**config.mk**
```make
export PLATFORM = sky130hd
export DESIGN_NAME = wakeup_reset_seq
export DESIGN_NICKNAME = d
export VERILOG_FILES = /design/src/rtl/rsq_pkg.sv /design/src/rtl/rsq_pin_filter.sv /design/src/rtl/rsq_wake_timer.sv /design/src/rtl/rsq_cause_reg.sv /design/src/rtl/wakeup_reset_seq.sv
export SDC_FILE = /design/constraint.sdc
export NUM_CORES = 1
export LEC_CHECK = 0
export BUFFER_PORTS_ARGS = -buffer_cell sky130_fd_sc_hd__buf_4
export CAP_MARGIN = 25
export CORE_MARGIN = 8
export CORE_UTILIZATION = 35
export DETAILED_ROUTE_END_ITERATION = 10
export SLEW_MARGIN = 40
export SYNTH_ARGS = -nofsm -noshare
export SYNTH_HDL_FRONTEND = slang
export SYNTH_SLANG_ARGS = --single-unit
export TNS_END_PERCENT = 10
```
**constraint.sdc**
```tcl
create_clock -name clk -period 3.5 [get_ports clk]
set_clock_uncertainty 0.1 [all_clocks]
set_input_delay 0.175 -clock clk [delete_from_list [all_inputs] [get_ports clk]]
set_output_delay 0.175 -clock clk [all_outputs]
set_load 0.01 [all_outputs]
```
**src/rtl/rsq_pkg.sv**
```systemverilog
package rsq_pkg;
   typedef enum logic [2:0] {
      ST_HOLD,
      ST_WAIT_OSC,
      ST_COUNT,
      ST_WAIT_FLASH,
      ST_RUN
   } seq_state_t;

   localparam int CAUSE_W   = 2;
   localparam int CAUSE_PIN = 0;
   localparam int CAUSE_WDG = 1;
endpackage

```
**src/rtl/rsq_pin_filter.sv**
```systemverilog
module rsq_pin_filter #(
   parameter int FILT_LEN = 4
) (
   input  logic clk,
   input  logic arst_n,
   input  logic pin_n,
   output logic pin_act
);
   localparam int FW = (FILT_LEN > 1) ? $clog2(FILT_LEN) : 1;

   logic s1, s2, lvl;

   always_ff @(posedge clk or negedge arst_n) begin
      if (!arst_n) begin
         s1 <= 1'b1;
         s2 <= 1'b1;
      end else begin
         s1 <= pin_n;
         s2 <= s1;
      end
   end

   generate
      if (FILT_LEN == 1) begin : g_direct
         always_ff @(posedge clk or negedge arst_n) begin
            if (!arst_n) lvl <= 1'b1;
            else         lvl <= s2;
         end
      end else begin : g_counted
         logic [FW-1:0] run_len;
         always_ff @(posedge clk or negedge arst_n) begin
            if (!arst_n) begin
               lvl     <= 1'b1;
               run_len <= '0;
            end else if (s2 == lvl) begin
               run_len <= '0;
            end else if (run_len == FW'(FILT_LEN - 1)) begin
               lvl     <= s2;
               run_len <= '0;
            end else begin
               run_len <= run_len + 1'b1;
            end
         end
      end
   endgenerate

   assign pin_act = ~lvl;
endmodule

```
**src/rtl/rsq_wake_timer.sv**
```systemverilog
module rsq_wake_timer #(
   parameter int WAKE_CYCLES = 4096
) (
   input  logic clk,
   input  logic arst_n,
   input  logic run,
   output logic done
);
   localparam int CW = $clog2(WAKE_CYCLES);

   logic [CW-1:0] cnt;

   always_ff @(posedge clk or negedge arst_n) begin
      if (!arst_n)   cnt <= '0;
      else if (!run) cnt <= '0;
      else if (!done) cnt <= cnt + 1'b1;
   end

   assign done = run && (cnt == CW'(WAKE_CYCLES - 1));
endmodule

```
**src/rtl/rsq_cause_reg.sv**
```systemverilog
module rsq_cause_reg
   import rsq_pkg::*;
(
   input  logic               clk,
   input  logic               arst_n,
   input  logic               capture,
   input  logic               merge,
   input  logic               pin_src,
   input  logic               wdg_src,
   output logic [CAUSE_W-1:0] cause
);
   logic [CAUSE_W-1:0] now_bits;

   always_comb begin
      now_bits            = '0;
      now_bits[CAUSE_PIN] = pin_src;
      now_bits[CAUSE_WDG] = wdg_src;
   end

   always_ff @(posedge clk or negedge arst_n) begin
      if (!arst_n)      cause <= '0;
      else if (capture) cause <= now_bits;
      else if (merge)   cause <= cause | now_bits;
   end
endmodule

```
**src/rtl/wakeup_reset_seq.sv**
```systemverilog
module wakeup_reset_seq
   import rsq_pkg::*;
#(
   parameter int WAKE_CYCLES = 4096,
   parameter int FILT_LEN    = 4
) (
   input  logic       clk,
   input  logic       por_n,
   input  logic       ext_rst_n,
   input  logic       wdog_req,
   input  logic       osc_running,
   input  logic       flash_init_done,
   output logic       sys_rst_n,
   output logic [1:0] rst_cause
);
   generate
      if (WAKE_CYCLES < 2) begin : g_bad_wake
         $error("WAKE_CYCLES must be at least 2");
      end
      if (FILT_LEN < 1) begin : g_bad_filt
         $error("FILT_LEN must be at least 1");
      end
   endgenerate

   seq_state_t state, nxt;
   logic pin_act, wd_lat, wdg_src, src_act, cnt_done;

   rsq_pin_filter #(.FILT_LEN(FILT_LEN)) i_filt (
      .clk(clk), .arst_n(por_n), .pin_n(ext_rst_n), .pin_act(pin_act));

   always_ff @(posedge clk or negedge por_n) begin
      if (!por_n)                  wd_lat <= 1'b0;
      else if (wdog_req)           wd_lat <= 1'b1;
      else if (state == ST_HOLD)   wd_lat <= 1'b0;
   end

   assign wdg_src = wdog_req | wd_lat;
   assign src_act = pin_act | wdg_src;

   rsq_wake_timer #(.WAKE_CYCLES(WAKE_CYCLES)) i_timer (
      .clk(clk), .arst_n(por_n), .run(state == ST_COUNT), .done(cnt_done));

   always_comb begin
      nxt = state;
      if (src_act) nxt = ST_HOLD;
      else begin
         case (state)
            ST_HOLD:       nxt = ST_WAIT_OSC;
            ST_WAIT_OSC:   if (osc_running) nxt = ST_COUNT;
            ST_COUNT:      if (!osc_running) nxt = ST_WAIT_OSC;
                           else if (cnt_done) nxt = ST_WAIT_FLASH;
            ST_WAIT_FLASH: if (!osc_running) nxt = ST_WAIT_OSC;
                           else if (flash_init_done) nxt = ST_RUN;
            ST_RUN:        nxt = ST_RUN;
            default:       nxt = ST_HOLD;
         endcase
      end
   end

   always_ff @(posedge clk or negedge por_n) begin
      if (!por_n) state <= ST_WAIT_OSC;
      else        state <= nxt;
   end

   rsq_cause_reg i_cause (
      .clk(clk), .arst_n(por_n),
      .capture(src_act && state != ST_HOLD),
      .merge(src_act && state == ST_HOLD),
      .pin_src(pin_act), .wdg_src(wdg_src), .cause(rst_cause));

   assign sys_rst_n = (state == ST_RUN) && !src_act;
endmodule

```
==> impl_metrics.env <==
export IMPL_status="finished, final reports clean"
export IMPL_n_antenna_cell=0
export IMPL_cts_inserted_buffers=3
export IMPL_cts_hold_fix_buffers=3
export IMPL_cp_slowest_stage_delay_ps=420
export IMPL_wirelength_mm=2.10
export IMPL_cp_depth=5
export IMPL_finalMaxSlewViolations=0
export IMPL_fill_cells=293
export IMPL_cp_end_kind="register"
export IMPL_crit_chain="ha_1 > nand4_2 > nor3_4 > o31ai_1 > a211oi_1"
export IMPL_area_growth_pct=14.1
export IMPL_reg2reg_depth=5
export IMPL_critPathMaxFanout=8
export IMPL_required_ps=3640
export IMPL_leakagePower_nw=0.504
export IMPL_max_freq_mhz=538
export IMPL_setup_tns_ps=0
export IMPL_yosysSeqAreaShare=0.530
export IMPL_synth_xor_area_frac=0.0400
export IMPL_grt_pass1_wl_mm=3.71
export IMPL_dp_hpwl_mm=1.50
export IMPL_yosysWarningCount=0
export IMPL_path_buf_inv=0
export IMPL_grt_max_degree=24
export IMPL_die_area_um2=5170
export IMPL_clk_latency_ps=310
export IMPL_r2r_setup_slack_ps=1640
export IMPL_drc=0
export IMPL_vias_per_cell=5.35
export IMPL_power_density_nw_per_um2=402
export IMPL_cts_sinks=23
export IMPL_cp_top_family="simple AND/OR/NAND/NOR gates"
export IMPL_drive_gt1_frac=0.193
export IMPL_layout_min_cycle_time_ps=1860
export IMPL_ioPinCount=9
export IMPL_synthDistinctLibCells=36
export IMPL_cp_slowest_cell="dfrtp_1"
export IMPL_min_path_type="input port to register"
export IMPL_avgSynthCellArea_um2=10.4
export IMPL_numPortBuffers=8
export IMPL_grt_setup_unrepaired="no"
export IMPL_cts_root_buf="clkbuf_4"
export IMPL_relSlewSlack=0.716
export IMPL_nNetsFinal=128
export IMPL_grt_use_total=0.0871
export IMPL_r2r_end="state[0]"
export IMPL_htree_num_levels=1
export IMPL_clk_pin_slew_ps=130
export IMPL_grt_overflow=0
export IMPL_grt_pass1_vias=851
export IMPL_cts_resized=0
export IMPL_final_common_cell="dfrtp_1"
export IMPL_die_x_um=71.9
export IMPL_syn_nets=113
export IMPL_rows=20
export IMPL_cts_tree="done"
export IMPL_initial_utilization=0.365
export IMPL_clockBufferDepth=2
export IMPL_synth_compound_area_frac=0.138
export IMPL_finalSetupViolCount=0
export IMPL_cap_violations=0
export IMPL_worstReg2RegStart="i_timer.cnt[0]"
export IMPL_vdd_ir_drop_max_mv=0.265
export IMPL_place_gp_congestion=0.739
export IMPL_layout_common_cells="dfrtp_1 (19), nand2_1 (11), nor2_1 (10)"
export IMPL_ys_ff_latch=23
export IMPL_finalHoldViolCount=0
export IMPL_utilization=0.416
export IMPL_netlist_instances=105
export IMPL_wl_per_cell_um=13.8
export IMPL_synth_mux_area_fraction=0.0194
export IMPL_cp_start_kind="register"
export IMPL_drt_pass1_iter_count=4
export IMPL_cp_arrival_ps=1990
export IMPL_yosys_area_share_simple=0.231
export IMPL_core_area_um2=3000
export IMPL_period_share=0.531
export IMPL_startpoint="i_timer.cnt[0]"
export IMPL_postCtsSetupBuffers=0
export IMPL_ant_nets=0
export IMPL_crit_end="state[0]"
export IMPL_synthAdderAreaFrac=0.0229
export IMPL_via_count=813
export IMPL_synth_top_family_by_area="simple AND/OR/NAND/NOR gates"
export IMPL_die_y_um=71.9
export IMPL_netlist_area_um2=1090
export IMPL_critical_path_class="register to register"
export IMPL_antenna_found_initial=0
export IMPL_worst_pin_slew_ps=426
export IMPL_initialDrtViolationCount=31
==> where the power goes <==
| group | internal (mW) | switching (mW) |
|---|---|---|
| Sequential | 0.294 | 0.0194 |
| Clock | 0.0427 | 0.0818 |
| Combinational | 0.0328 | 0.0306 |
| Total | 0.370 | 0.132 |
==> per-stage QoR <==
step	std cells	worst slack [ps]	hold WS, ps	cell area (µm²)	power, mW
final	152	1640	36.6	1250	0.502
after global routing	152	1500	37.8	1250	0.534
after CTS	152	1640	25.3	1250	0.511
after detailed placement	145	1680	-10.3	1190	0.382
after global placement	145	1760	-16.9	1190	0.377
after floorplan	105	1860	-221	1090	0.354
==> metal layers <==
metal	track usage	up-vias	part of all wire
li1	-	411	-
met1	0.102	387	0.46
met2	0.148	11	0.49
met3	0.0234	4	0.034
met4	0.0340	0	0.012
met5	0	-	0
==> synthesized netlist by cell type (all sizes together) <==
master / count / area, µm²
dfrtp: 19 / 475
nand2: 11 / 41.3
nor2: 10 / 37.5
o21ai: 6 / 30.0
o31ai: 5 / 37.5
a21oi: 4 / 20.0
dfstp: 4 / 105
inv: 4 / 15.0
nand3: 4 / 25.0
nor3: 4 / 31.3
or3: 3 / 18.8
xor2: 3 / 26.3
a31oi: 2 / 12.5
and3: 2 / 12.5
ha: 2 / 25.0
nand3b: 2 / 15.0
nand4: 2 / 18.8
nor4: 2 / 12.5
xnor2: 2 / 17.5
a2111o: 1 / 11.3
a211oi: 1 / 7.51
and4: 1 / 11.3
buf: 1 / 5.00
mux2: 1 / 11.3
mux2i: 1 / 10.0
nor2b: 1 / 6.26
nor3b: 1 / 7.51
o211ai: 1 / 7.51
o21bai: 1 / 7.51
o311ai: 1 / 8.76
o41ai: 1 / 8.76
or2: 1 / 6.26
or3b: 1 / 8.76
==> registers in the layout, indices dropped and copies added, names as in the netlist <==
register	count
i_filt.g_counted.run_len	2
wd_lat	1
i_filt.s1	1
i_cause.cause	2
i_timer.cnt	12
state	3
i_filt.s2	1
i_filt.lvl	1
==> cell type report <==
class / count / area, µm² / area share
Clock buffer: 3 / 22.5 / 0.0180
Multi-Input combinational cell: 77 / 494 / 0.396
Inverter: 4 / 15.0 / 0.0120
Tap cell: 33 / 41.3 / 0.0331
Clock inverter: 1 / 5.00 / 0.00401
Sequential cell: 23 / 581 / 0.465
Timing Repair Buffer: 11 / 90.1 / 0.0721
==> tightest hold or removal path: stages <==
cell      delay (ps)
buf_4            110
nand2_1           50
o31ai_1           50
a211oi_1          70
==> logic make-up after synthesis <==
logic type / after synthesis
flip-flops: 23
AND/OR/NAND/NOR: 45
AO/OA/AOI/OAI: 23
multiplexers: 2
buffers and inverters: 5
adder cells (fa/ha/maj): 2
XOR/XNOR: 5
==> how the worst min path moves through the flow <==
stage                           start               end  cells past startpoint
after floorplan                 por_n  i_cause.cause[0]                      0
after global placement          por_n    i_timer.cnt[3]                      1
after detailed placement        por_n   i_timer.cnt[10]                      1
after CTS                 osc_running          state[0]                      4
after global routing      osc_running          state[0]                      4
final                     osc_running          state[0]                      4
Note: power is estimated with default switching activity, not from simulation.
